**config.mk**
```make
export PLATFORM = sky130hd
export DESIGN_NAME = stat_group
export DESIGN_NICKNAME = d
export VERILOG_FILES = /design/src/rtl/stat_group_pkg.sv /design/src/rtl/stat_group_ctrl.sv /design/src/rtl/stat_group_dp.sv /design/src/rtl/stat_group.sv
export SDC_FILE = /design/constraint.sdc
export NUM_CORES = 1
export LEC_CHECK = 0
export BUFFER_PORTS_ARGS = -buffer_cell sky130_fd_sc_hd__buf_4
export CELL_PAD_IN_SITES_DETAIL_PLACEMENT = 1
export CELL_PAD_IN_SITES_GLOBAL_PLACEMENT = 2
export CORE_MARGIN = 2
export CORE_UTILIZATION = 25
export DETAILED_ROUTE_END_ITERATION = 6
export GPL_TIMING_DRIVEN = 0
export PLACE_DENSITY_LB_ADDON = 0.05
export SETUP_SLACK_MARGIN = 0.05
export SLEW_MARGIN = 15
export SYNTH_ARGS = -nofsm -noshare
export SYNTH_HDL_FRONTEND = slang
export SYNTH_HIERARCHICAL = 1
export SYNTH_SLANG_ARGS = --single-unit
```
**constraint.sdc**
```tcl
create_clock -name clk -period 1.3 [get_ports clk]
set_input_delay 0.195 -clock clk [delete_from_list [all_inputs] [get_ports clk]]
set_output_delay 0.195 -clock clk [all_outputs]
set_load 0.005 [all_outputs]
```
**src/rtl/stat_group_pkg.sv**
```systemverilog
package stat_group_pkg;

  localparam int ADDR_W = 3;

  typedef enum logic [ADDR_W-1:0] {
    ADDR_COND = 3'd0,
    ADDR_RISE = 3'd1,
    ADDR_FALL = 3'd2,
    ADDR_EN   = 3'd3,
    ADDR_EVT  = 3'd4
  } regAddrE;

  typedef struct packed {
    logic wrRise;
    logic wrFall;
    logic wrEnable;
    logic rdEvent;
    logic clrEvent;
    logic loadPreset;
  } ctrlStrobeT;

endpackage

```
**src/rtl/stat_group_ctrl.sv**
```systemverilog
module stat_group_ctrl
  import stat_group_pkg::*;
(
  input  logic              clk,
  input  logic              rstN,
  input  logic              regWrEn,
  input  logic              regRdEn,
  input  logic [ADDR_W-1:0] regAddr,
  input  logic              clearPulse,
  input  logic              presetPulse,
  output ctrlStrobeT        strobe
);

  always_comb begin
    strobe            = '0;
    strobe.wrRise     = regWrEn && (regAddr == ADDR_RISE);
    strobe.wrFall     = regWrEn && (regAddr == ADDR_FALL);
    strobe.wrEnable   = regWrEn && (regAddr == ADDR_EN);
    strobe.rdEvent    = regRdEn && (regAddr == ADDR_EVT);
    strobe.clrEvent   = clearPulse;
    strobe.loadPreset = presetPulse;
  end

  AST_WRITE_ONEHOT: assert property (@(posedge clk) disable iff (!rstN)
    $onehot0({strobe.wrRise, strobe.wrFall, strobe.wrEnable}));

  AST_COND_READONLY: assert property (@(posedge clk) disable iff (!rstN)
    (regWrEn && regAddr == ADDR_COND) |-> !(strobe.wrRise || strobe.wrFall || strobe.wrEnable));

endmodule

```
**src/rtl/stat_group_dp.sv**
```systemverilog
module stat_group_dp
  import stat_group_pkg::*;
#(
  parameter int WIDTH = 16
) (
  input  logic              clk,
  input  logic              rstN,
  input  ctrlStrobeT        strobe,
  input  logic [WIDTH-1:0]  condIn,
  input  logic [WIDTH-1:0]  wrData,
  input  logic [ADDR_W-1:0] rdAddr,
  output logic [WIDTH-1:0]  rdData,
  output logic              summary
);

  localparam logic [WIDTH-1:0] LIVE_MASK   = {1'b0, {(WIDTH-1){1'b1}}};
  localparam logic [WIDTH-1:0] RISE_PRESET = LIVE_MASK;
  localparam logic [WIDTH-1:0] FALL_PRESET = '0;
  localparam logic [WIDTH-1:0] EN_PRESET   = '0;

  logic [WIDTH-1:0] condReg, prevCond;
  logic [WIDTH-1:0] riseMask, fallMask, enMask;
  logic [WIDTH-1:0] evtReg, evtNext, edgeHit;
  logic             evtDrop;

  // sampled condition and its previous value
  always_ff @(posedge clk) begin
    if (!rstN) begin
      condReg  <= '0;
      prevCond <= '0;
    end else begin
      condReg  <= condIn & LIVE_MASK;
      prevCond <= condReg;
    end
  end

  // mask registers, preset has priority over writes
  always_ff @(posedge clk) begin
    if (!rstN || strobe.loadPreset) begin
      riseMask <= RISE_PRESET;
      fallMask <= FALL_PRESET;
      enMask   <= EN_PRESET;
    end else begin
      if (strobe.wrRise)   riseMask <= wrData & LIVE_MASK;
      if (strobe.wrFall)   fallMask <= wrData & LIVE_MASK;
      if (strobe.wrEnable) enMask   <= wrData & LIVE_MASK;
    end
  end

  assign evtDrop = strobe.rdEvent | strobe.clrEvent;

  // per-bit edge filter and sticky event cell
  for (genvar gi = 0; gi < WIDTH; gi++) begin : g_evtBit
    assign edgeHit[gi] = (condReg[gi] & ~prevCond[gi] & riseMask[gi])
                       | (~condReg[gi] & prevCond[gi] & fallMask[gi]);
    assign evtNext[gi] = ((evtReg[gi] & ~evtDrop) | edgeHit[gi]) & LIVE_MASK[gi];
  end

  always_ff @(posedge clk) begin
    if (!rstN) evtReg <= '0;
    else       evtReg <= evtNext;
  end

  assign summary = |(evtReg & enMask);

  always_comb begin
    unique case (rdAddr)
      ADDR_COND: rdData = condReg;
      ADDR_RISE: rdData = riseMask;
      ADDR_FALL: rdData = fallMask;
      ADDR_EN:   rdData = enMask;
      ADDR_EVT:  rdData = evtReg;
      default:   rdData = '0;
    endcase
  end

  AST_RISE_LATCH: assert property (@(posedge clk) disable iff (!rstN)
    (|(condReg & ~prevCond & riseMask)) |=>
      ((evtReg & $past(condReg & ~prevCond & riseMask)) == $past(condReg & ~prevCond & riseMask)));

  AST_FALL_LATCH: assert property (@(posedge clk) disable iff (!rstN)
    (|(~condReg & prevCond & fallMask)) |=>
      ((evtReg & $past(~condReg & prevCond & fallMask)) == $past(~condReg & prevCond & fallMask)));

  AST_EVT_STICKY: assert property (@(posedge clk) disable iff (!rstN)
    !evtDrop |=> ((evtReg & $past(evtReg)) == $past(evtReg)));

  AST_READ_CLEARS: assert property (@(posedge clk) disable iff (!rstN)
    strobe.rdEvent |=> ((evtReg & ~$past(edgeHit)) == '0));

  AST_CLEAR_KEEPS_EDGE: assert property (@(posedge clk) disable iff (!rstN)
    (evtDrop && |edgeHit) |=> ((evtReg & $past(edgeHit)) == $past(edgeHit)));

  AST_PRESET_LOAD: assert property (@(posedge clk) disable iff (!rstN)
    strobe.loadPreset |=> (riseMask == RISE_PRESET && fallMask == '0 && enMask == '0));

  AST_TOP_BIT_ZERO: assert property (@(posedge clk) disable iff (!rstN)
    rdData[WIDTH-1] == 1'b0);

endmodule

```
**src/rtl/stat_group.sv**
```systemverilog
module stat_group
  import stat_group_pkg::*;
#(
  parameter int WIDTH = 16
) (
  input  logic              clk,
  input  logic              rstN,
  input  logic [WIDTH-1:0]  condIn,
  input  logic              regWrEn,
  input  logic              regRdEn,
  input  logic [ADDR_W-1:0] regAddr,
  input  logic [WIDTH-1:0]  regWrData,
  input  logic              clearPulse,
  input  logic              presetPulse,
  output logic [WIDTH-1:0]  regRdData,
  output logic              summary
);

  ctrlStrobeT strobe;

  stat_group_ctrl i_ctrl (
    .clk         (clk),
    .rstN        (rstN),
    .regWrEn     (regWrEn),
    .regRdEn     (regRdEn),
    .regAddr     (regAddr),
    .clearPulse  (clearPulse),
    .presetPulse (presetPulse),
    .strobe      (strobe)
  );

  stat_group_dp #(.WIDTH(WIDTH)) i_dp (
    .clk     (clk),
    .rstN    (rstN),
    .strobe  (strobe),
    .condIn  (condIn),
    .wrData  (regWrData),
    .rdAddr  (regAddr),
    .rdData  (regRdData),
    .summary (summary)
  );

endmodule

```
## Word-level counts from Yosys, hierarchy flattened

Index checks and enable logic that the tools add are counted.

| word-level totals | value |
|---|---|
| register bits after elaboration | 92 |
| input bits | 41 |
| output and inout port bits | 17 |
| logic and storage cells | 159 |

| cells by class | value |
|---|---|
| equality and inequality tests | 4 |
| multiplexer cells | 1 |
| bitwise logic cells | 138 |
| reductions and logical operators | 8 |

Operators with widths:

| operator | number |
|---|---|
| case mux 16 bit (5 select lines) | 1 |
| AND 1 bit | 75 |
| inverter 1 bit | 31 |
| bitwise OR 1 bit | 31 |
| AND 16 x 15 -> 16 bit | 1 |
| OR reduction 16 bit | 1 |
| equality test 3 x 2 -> 1 bit (second input constant) | 2 |
| logical AND 1 bit | 4 |
| equality test 3 x 1 -> 1 bit (second input constant) | 1 |
| equality test 3 bit (second input constant) | 1 |
| logical NOT 3 bit | 1 |
| logical NOT 1 bit | 1 |
| logical OR 1 bit | 1 |

## Longest topological paths before layout

Gate-level depths: netlist of the first run.

| depth | value |
|---|---|
| word-level depth | 6 |
| mapped depth | 5 |
| gate-level depth less buffers | 4 |

## Hierarchy

Netlist of the first run, hierarchy kept.

Modules (own cells, without submodules):

| module | instances | cells an instance | area an instance (um^2) | seq. area each (um^2) |
|---|---|---|---|---|
| stat_group_dp | 1 | 375 | 3786.1 | 1801.7 |
| stat_group_ctrl | 1 | 6 | 62.6 | 0.0 |

## Worst setup path before layout of the first run

OpenSTA, ideal clock, no wires.

| path | value |
|---|---|
| path kind | input to register |
| start | input port regAddr[2] |
| end | register i_dp.riseMask[10] |
| setup time | 0.119 ns |
| arrival time | 1.153 ns |
| required time | 1.181 ns |
| path slack | 0.028 ns |
| stages | 5 |
| path buffers | 2 |
| path through | and4bb_2 buf_2 buf_2 mux2i_1 nand2_1 |

| between the ends | value |
|---|---|
| longest elaborated chain between the ends | 2 |

Ends and longest elaborated chain:

| what | line | RTL |
|---|---|---|
| start, declared | stat_group.sv:11 | `input logic [ADDR_W-1:0] regAddr,` |
| equality test 3 x 1 -> 1 bit | stat_group_ctrl.sv:16 | `strobe.wrRise = regWrEn && (regAddr == ADDR_RISE);` |
| logical AND 1 bit | stat_group_ctrl.sv:16 |  |
| end signal, assigned | stat_group_dp.sv:44 | `if (strobe.wrRise) riseMask <= wrData & LIVE_MASK;` |
| end, declared | stat_group_dp.sv:22 | `logic [WIDTH-1:0] riseMask, fallMask, enMask;` |

No other way between the ends.
A chain may end at the register's enable or synchronous reset.

## Worst setup path in the final report of the first run

| path | value |
|---|---|
| start | register i_dp.enMask[3] |
| end | output port summary |

| between the ends | value |
|---|---|
| longest elaborated chain between the ends | 2 |

Ends and longest elaborated chain:

| what | line | RTL |
|---|---|---|
| start, declared | stat_group_dp.sv:22 |  |
| start signal, assigned | stat_group_dp.sv:46 | `if (strobe.wrEnable) enMask <= wrData & LIVE_MASK;` |
| AND 16 x 15 -> 16 bit | stat_group_dp.sv:64 | `assign summary = \|(evtReg & enMask);` |
| OR reduction 16 bit | stat_group_dp.sv:64 |  |
| end, declared | stat_group.sv:16 | `output logic summary` |

No other way between the ends.

==> results.toml, run 1 <==
[clock_network]
clock_latency_ps = 350
cts_sinks = 90
hold_buffers = 0
root_buffer = "clkbuf_16"
cts_max_path_buffers = 2
htreeDepth = 3
path_clk_slew_ps = 70
cts_buffers = 9
cts_tree = "yes"

[global_route]
antenna_found_initial = 0
use_met2 = 0.304
gr-usage-all-layers = 0.187
grt_overflow_total = 0
use_met3 = 0.0522
grt_use_met1 = 0.241
grt_max_degree = 15
grt_pass1_vias = 3382
grt_pass1_wl_mm = 21.8
top_usage_layer = "met2"

[yosys]
ys_ff_latch = 90
ys_seq_area_frac = 0.468
synth_nets = 422
netlist_instances = 381
synth_area_per_cell_um2 = 10.1
synthesis.area_um2 = 3850
ys_types = 32
yosys_warnings = 6

[critical_path]
critPathCaptureType = "output port"
critical_path_class = "flip-flop to output port"
slowest_stage = "a222oi_1"
crit_path_max_fanout = 2
required_ps = 1110
start_kind = "flip-flop"
slowest_delay_ps = 360
worstPathCellList = "a222oi_1 -> and3_1 -> nand4_1 -> buf_4"
critPathArrivalTime_ps = 1590
reg2reg_depth = 3

[power]
combPwrFrac = 0.108
ir_drop_v = 0.000663
p_sw_mw = 1.59
power_frac_seq = 0.447
swShare = 0.244
leakage_nw = 1.98
power_density_nw_per_um2 = 1250
clock_power_share = 0.444
internal_power_mw = 4.93

[floorplan]
io_pins = 58
die_h_um = 128
start_util = 0.254
rows = 45
die_area_um2 = 16400
core-area_um2 = 15100
die_w_um = 128

[run_status]
status = "finished, violations left"
violations = "setup timing"

[layout]
final_nets = 502
area.growth.synth_to_final_pct = 35.3
drive_above_1_share = 0.339
diodes = 0
finish.utilization = 0.344

[route]
wl_per_cell_um = 22.1
first_pass_iters = 6
wl_mm = 14.5
drt_iter0_drc = 160
viasPerCell = 4.89
via_count = 3195
drc_errors = 0
postRouteAntennaNets = 0

[sta]
tightest_slew_ps = 892
period_minus_slack_ps = 1780
setup_slack_ps = -484
setup_tns_ps = -4450
drv_slew = 0
rsz0062_at_grt = "true"
fmax_mhz = 560
finalCritPeriodShare = 1.37
finalClockSkew_ps = 6.27
hold_viol_final = 0
maxSlewHeadroom = 0.405
finalSetupViolCount = 16

[worst_hold_path]
whs_path_depth = 2
hold_path_class = "input pin to flip-flop"

[placement]
post-place-ws_ps = -683
globalplace.congestion = 0.749
dp_hpwl_mm = 9.62
portBuffers = 52

[run]
cap_viol_max_count = 0
[flip-flops by register name, summed over array words and instances (netlist names)]
register and flops:
i_dp/enMask 15, i_dp/riseMask 15, i_dp/fallMask 15, i_dp/condReg 15
i_dp/prevCond 15, i_dp/evtReg 15
[area by class of cell]
type,count,area [um^2]
sequential,90,1830
clock buffer,11,243
inverter,16,60.1
clock inverter,5,77.6
buffer,28,251
fill,1701,9940
timing repair buffer,69,607
multi-input combinational,247,1900
tap,188,235
[worst paths after layout]
check                                         to             start  slack [ps]
worst max-delay path                     summary    i_dp/enMask[3]        -480
worst min-delay path             i_dp/condReg[6]         condIn[6]          40
worst max register to register   i_dp/evtReg[14]  i_dp/condReg[14]         430
worst min register to register  i_dp/prevCond[6]   i_dp/condReg[6]         500
[per-layer routing]
| layer | vias to the layer above | share of wire |
|---|---|---|
| met4 | 0 | 0.020 |
| li1 | 1526 | - |
| met5 | - | 0 |
| met1 | 1581 | 0.47 |
| met2 | 66 | 0.47 |
| met3 | 22 | 0.040 |
[worst max-delay path: cells and delay by family (launching register included)]
family | cells | cell delay [ps]
flip-flops | 1 | 330
AND/OR/NAND/NOR | 2 | 360
buffers and inverters | 1 | 190
AO/OA/AOI/OAI | 1 | 360
[cells in the mapped netlist]
master	number	area [um^2]
dfxtp_1	90	1800
mux2i_1	45	450
nor2_1	31	116
a32oi_1	30	263
and2_1	30	188
a22oi_1	18	135
inv_1	16	60.1
nand2_1	16	60.1
a21boi_0	15	113
nand3b_1	15	113
mux2_2	14	158
buf_2	10	50.1
o21ai_1	10	50.1
clkbuf_1	9	33.8
buf_4	6	45.0
o21ai_0	5	25.0
and2b_1	3	22.5
and4bb_2	3	37.5
buf_6	2	22.5
a221oi_1	1	8.76
a222oi_1	1	10.0
a22o_1	1	8.76
a2bb2oi_1	1	8.76
and2b_4	1	10.0
and3_1	1	6.26
and4b_1	1	10.0
clkbuf_2	1	5.00
conb_1	1	3.75
mux2_4	1	15.0
nand2b_1	1	6.26
nand4_1	1	6.26
nor2_2	1	6.26
[through the flow]
stage	area [um^2]	total power, mW	cells	hold slack [ps]
after floorplan	3850	3.24	381	322
after global placement	4480	3.57	621	402
after detailed placement	4480	3.58	621	407
after CTS	5090	6.60	648	32.9
after global routing	5210	6.78	654	37.7
final	5210	6.51	654	43.3
[power groups by stage]
stage               logic (mW)  registers, mW  clock network (mW)
floorplan                0.300           2.94                   0
global placement         0.600           2.97                   0
detailed placement       0.608           2.97                   0
CTS                      0.701           2.91                2.98
global route             0.770           2.92                3.08
finish                   0.706           2.91                2.89
[cell usage in the layout (no fill, tap or decap), drive strengths merged, types with 16 or more instances in the layout]
master / instances
mux2i: 45
nor2: 32
nand2: 16
a22oi: 18
and2: 30
a32oi: 30
buf: 85
dfxtp: 90
clkbuf: 23
inv: 16
[logic make-up after synthesis]
| kind of cell | Yosys count | synth area share |
|---|---|---|
| simple gates | 104 | 0.151 |
| flops | 90 | 0.468 |
| compound gates | 82 | 0.162 |
| mux | 60 | 0.162 |
| buf+inv | 44 | 0.0562 |
| other cells | 1 | 0.000974 |
[what timing repair did]
item	CTS	global route
pin swaps	7	4
gates resized for setup	58	21
setup endpoints to repair	46	51
buffers inserted	8	6
cloned	3	0
(Power assumes the default switching activity.)
==> run 2, diff against run 1 <==
ABC_AREA = 1   (was default)
==> run 2 against run 1 <==
  * The flow still finishes with violations (setup timing)
  * Area after synthesis rose by 6.5%
  * Register-to-register slack improved by 30 ps
  * Design area rose by 6.4%
  * Sequential cell count did not move
  * Sequential share of layout area fell by 2.5 points
  * Worst setup slack improved by 300 ps
  * Core utilization rose by 0.37 points
  * Total power fell by 3.8%
  * Die area rose by 6.3%
  * Combinational power rose by 18%
==> results.toml, run 2 <==
[critical_path]
worstPathCellList = "nand2_4 -> nand4_1 -> nor2_2 -> nand2_2 -> buf_6"
required_ps = 1110
critical_path_class = "flip-flop to output port"
start_kind = "flip-flop"
crit_buf_inv = 1
r2r_slack_ps = 460
slowest_delay_ps = 360
slowest_stage = "dfxtp_4"
r2r-end = "i_dp/evtReg[4]"
critical-path-top-delay-family = "simple AND/OR/NAND/NOR gates"
critPathCaptureType = "output port"
reg2reg_depth = 4
crit_path_max_fanout = 3
critPathArrivalTime_ps = 1290
r2r-start = "i_dp/condReg[4]"

[yosys]
yosys.area.top_type = "dfxtp_1"
ys_seq_area_frac = 0.440
synthesis.area_um2 = 4100
async_flop_share = 0
synth_flop_cell = "dfxtp_1"
synth_area_per_cell_um2 = 6.82
ys_ff_latch = 90
yosys_warnings = 6
netlist_instances = 601
ys_types = 20
synth_nets = 642
synth.top_cells.by_count = "nand2_1, dfxtp_1, inv_1"
netlist.area_leader.share = 0.440
synth_most_common_cell = "nand2_1"
ys_top_cells_by_area = "dfxtp_1, nand2_1, nand3_1"
synth_edf_count = 0

[route]
via_count = 4107
viasPerCell = 4.56
first_pass_iters = 4
drc_errors = 0
drt_iter0_drc = 189
postRouteAntennaNets = 0
wl_mm = 17.0
wl_per_cell_um = 18.8

[clock_network]
cts_buffers = 9
path_clk_slew_ps = 70
root_buffer = "clkbuf_16"
cts_tree = "yes"
cts_max_path_buffers = 2
htreeDepth = 3
cts_sinks = 90
clock_latency_ps = 350

[power]
total_power_mw = 6.27
ir_drop_v = 0.000613
combPwrFrac = 0.133
power_frac_seq = 0.466
leakage_nw = 2.67
power_density_nw_per_um2 = 1130
clock_power_share = 0.401
internal_power_mw = 4.60
p_sw_mw = 1.67
swShare = 0.267

[floorplan]
core-area_um2 = 15900
rows = 46
io_pins = 58
die_h_um = 132
start_util = 0.257
die_w_um = 132
die_area_um2 = 17400

[sta]
finalCritPeriodShare = 1.14
hold_ws_ps = 19.8
maxSlewHeadroom = 0.362
setup_slack_ps = -183
period_minus_slack_ps = 1480
finalClockSkew_ps = 8.70
rsz0062_at_grt = "true"
fmax_mhz = 675
hold_viol_final = 0
finalSetupViolCount = 16
drv_slew = 0
tightest_slew_ps = 957
setup_tns_ps = -1340

[worst_hold_path]
hold_path_class = "input pin to flip-flop"
hold-path-endpoint = "i_dp/condReg[10]"
whs_path_depth = 3
hp-start = "condIn[10]"

[global_route]
grt_pass1_wl_mm = 25.6
grt_pass1_vias = 4169
grt_max_degree = 14
antenna_found_initial = 0
grt_overflow_total = 0
gr-usage-all-layers = 0.201

[run_status]
violations = "setup timing"
status = "finished, violations left"

[layout]
layout_common_cells = "nand2_1, dfxtp_1, inv_1, buf_4, nand3_1"
design_area_um2 = 5540
fin_cells = 901
drive_above_1_share = 0.239
fillers = 1986
layout_commonest_cell = "nand2_1"
diodes = 0
area.growth.synth_to_final_pct = 35.2
finish.utilization = 0.348
final_nets = 722

[placement]
portBuffers = 51
dp.cells = 868
post-place-ws_ps = -469
dp_hpwl_mm = 11.2
place_area_um2 = 4750
globalplace.congestion = 0.767

[run]
cap_viol_max_count = 0
## run 2: cell families after synthesis
group,count (synthesis),synth area share
buf+inv,111,0.123
flops,90,0.440
simple gates,335,0.348
other cells,1,0.000915
compound gates,64,0.0885
## run 2: power by group through the flow
stage               combinational (mW)  sequential (mW)  clock [mW]
finish                           0.831             2.92        2.52
global route                     0.913             2.93        2.71
CTS                              0.869             2.92        2.61
detailed placement               0.697             2.98           0
global placement                 0.684             2.98           0
floorplan                        0.350             2.95           0
## run 2: worst max-delay path by stage
stage                     slack [ps]      startpoint  depth (start not counted)                to
after detailed placement        -470      regAddr[2]                          8  i_dp/fallMask[1]
after global placement          -400      regAddr[2]                          8  i_dp/fallMask[3]
after global routing            -240  i_dp/evtReg[7]                          5           summary
final                           -180  i_dp/evtReg[7]                          5           summary
after CTS                       -250  i_dp/evtReg[7]                          5           summary
after floorplan                  230      regAddr[2]                          7      regRdData[0]
## run 2: per-layer routing
metal | vias to the layer above | part of all wire | global-route usage
li1 | 2059 | - | -
met1 | 1959 | 0.47 | 0.259
met2 | 71 | 0.47 | 0.333
met3 | 18 | 0.035 | 0.0377
met4 | 0 | 0.026 | 0.0743
met5 | - | 0 | 0
## run 2: cell type report
class | instances | area, um^2 | area share
plain buffers | 35 | 299 | 0.0540
clock buffers | 13 | 260 | 0.0470
clock inverters | 2 | 12.5 | 0.00226
inverters | 75 | 287 | 0.0517
multi-input cells | 400 | 1950 | 0.352
flip-flops and latches | 90 | 1810 | 0.327
well taps | 216 | 270 | 0.0488
repair buffers | 70 | 654 | 0.118
## run 2: tightest hold or removal path, stage by stage
cell	delay (ps)
buf_4	80
nand2_1	40
inv_1	40
## run 2: what timing repair did
item | in CTS | in global routing
setup endpoints to repair | 42 | 41
gates cloned | 4 | 0
setup buffers | 19 | 1
hold buffers | 0 | 0
resized for setup | 63 | 38
pin swaps | 23 | 20
==> run 3, diff against run 2 <==
MAX_ROUTING_LAYER = met4   (was default)
==> run 3 against run 2 <==
  * The run still ends with setup timing left
  * Hold slack hardly changed
  * Total power hardly changed
  * Count of clock-buffer cells in the layout stayed put
  * Die area stayed put
  * Sequential share of layout area stayed put
  * Highest routed layer unchanged
  * Clock skew hardly changed
  * Global-route usage is 0.60 points higher
  * Combinational power hardly changed
  * Cell count stayed put
  * Sequential cell count stayed put
  * Non-clock buffer count stayed put
  * Clock power hardly changed
==> results.toml, run 3 (synthesis results as in run 2) <==
[run_status]
status = "finished, violations left"
violations = "setup timing"

[floorplan]
die_area_um2 = 17400
io_pins = 58
start_util = 0.257
rows = 46
die_w_um = 132
core-area_um2 = 15900
die_h_um = 132

[power]
leakage_nw = 2.67
power_density_nw_per_um2 = 1130
ir_drop_v = 0.000612
total_power_mw = 6.27

[sta]
setup_tns_ps = -1320
finalSetupViolCount = 16
fmax_mhz = 666
period_minus_slack_ps = 1500
hold_viol_final = 0
finalCritPeriodShare = 1.16
rsz0062_at_grt = "true"
maxSlewHeadroom = 0.335
tightest_slew_ps = 997
hold_ws_ps = 19.4
setup_slack_ps = -202
finalClockSkew_ps = 8.88
drv_slew = 0

[critical_path]
slowest_stage = "dfxtp_4"
critical_path_class = "flip-flop to output port"
crit_path_max_fanout = 3
start_kind = "flip-flop"
slowest_delay_ps = 360
worstPathCellList = "nand2_4 -> nand4_1 -> nor2_2 -> nand2_2 -> buf_6"
reg2reg_depth = 4
critical-path-top-delay-family = "simple AND/OR/NAND/NOR gates"
r2r-start = "i_dp/condReg[4]"
crit_buf_inv = 1
required_ps = 1110
r2r-end = "i_dp/evtReg[4]"
r2r_slack_ps = 450
critPathCaptureType = "output port"
critPathArrivalTime_ps = 1310

[clock_network]
cts_sinks = 90
root_buffer = "clkbuf_16"
clock_latency_ps = 350
cts_max_path_buffers = 2
hold_buffers = 0
cts_buffers = 9
path_clk_slew_ps = 70
htreeDepth = 3
cts_tree = "yes"

[worst_hold_path]
hp-start = "condIn[1]"
hold-path-endpoint = "i_dp/condReg[1]"
whs_path_depth = 3
hold_path_class = "input pin to flip-flop"

[global_route]
grt_max_degree = 14
gr-usage-all-layers = 0.207
grt_pass1_vias = 4173
grt_overflow_total = 0
grt_pass1_wl_mm = 25.6
antenna_found_initial = 0

[route]
drt_iter0_drc = 213
wl_met2_mm = 7.98
met1_length_mm = 7.94
postRouteAntennaNets = 0
viasPerCell = 4.58
highest_layer = "met4"
drc_errors = 0
wl_mm = 17.0
route.met3.wl_um = 647
via_count = 4123
first_pass_iters = 4
wl_per_cell_um = 18.9

[placement]
dp_hpwl_mm = 11.2
dp.cells = 868
portBuffers = 51
globalplace.congestion = 0.777

[layout]
finish.utilization = 0.348
layout_common_cells = "nand2_1, dfxtp_1, inv_1, buf_4, nand3_1"
diodes = 0
fillers = 1986
layout_commonest_cell = "nand2_1"
fin_cells = 901
area.growth.synth_to_final_pct = 35.2
drive_above_1_share = 0.239
final_nets = 722

[run]
cap_viol_max_count = 0
==> run 3: cell counts in the layout (fill, tap and decap cells not counted) <==
No cell type changed its count.
==> run 3: through the flow <==
step / instance area [um^2] / setup WS, ps
floorplan: 4100 / 234
global placement: 4750 / -403
detailed placement: 4750 / -469
CTS: 5560 / -247
global route: 5540 / -238
finish: 5540 / -202
==> run 3: repair_timing <==
| item | 4_1_cts | 5_1_grt |
|---|---|---|
| endpoints found under the setup margin | 42 | 41 |
| pin swaps | 23 | 19 |
| resized for setup | 63 | 38 |
| cloned | 4 | 0 |
| setup buffers | 19 | 1 |
==> run 3: cell type report <==
| class | count | area, um^2 | area share |
|---|---|---|---|
| Buffer | 35 | 299 | 0.0540 |
| Clock buffer | 13 | 260 | 0.0470 |
| Clock inverter | 2 | 12.5 | 0.00226 |
| Inverter | 75 | 287 | 0.0517 |
| Multi-Input combinational cell | 400 | 1950 | 0.352 |
| Sequential cell | 90 | 1810 | 0.327 |
| Tap cell | 216 | 270 | 0.0488 |
| Timing Repair Buffer | 70 | 654 | 0.118 |
==> run 3: worst reg2reg max path: stages, from the launching register on <==
cell	delay, ps
dfxtp_1	420
nand3_1	120
o211ai_1	120
nand2_1	70
inv_1	70
==> run 3: how the worst max path moves through the flow <==
| stage | startpoint | end | slack, ps | cells after the start |
|---|---|---|---|---|
| after floorplan | regAddr[2] | regRdData[0] | 230 | 7 |
| after global placement | regAddr[2] | i_dp/fallMask[3] | -400 | 8 |
| after detailed placement | regAddr[2] | i_dp/fallMask[1] | -470 | 8 |
| after CTS | i_dp/evtReg[7] | summary | -250 | 5 |
| after global routing | i_dp/evtReg[7] | summary | -240 | 5 |
| final | i_dp/evtReg[7] | summary | -200 | 5 |
==> run 3: layer usage <==
layer  vias to the layer above  track usage
li1                       2064            -
met1                      1964        0.259
met2                        74        0.333
met3                        21       0.0377
met4                         0       0.0743
met5                         -            -
==> run 3: where the power goes <==
group	leakage (nW)	switching [mW]	total (mW)	internal, mW
sequential	0.737	0.0776	2.92	2.84
clock	0.132	1.12	2.51	1.39
combinational	1.80	0.470	0.832	0.362
total	2.67	1.67	6.27	4.60
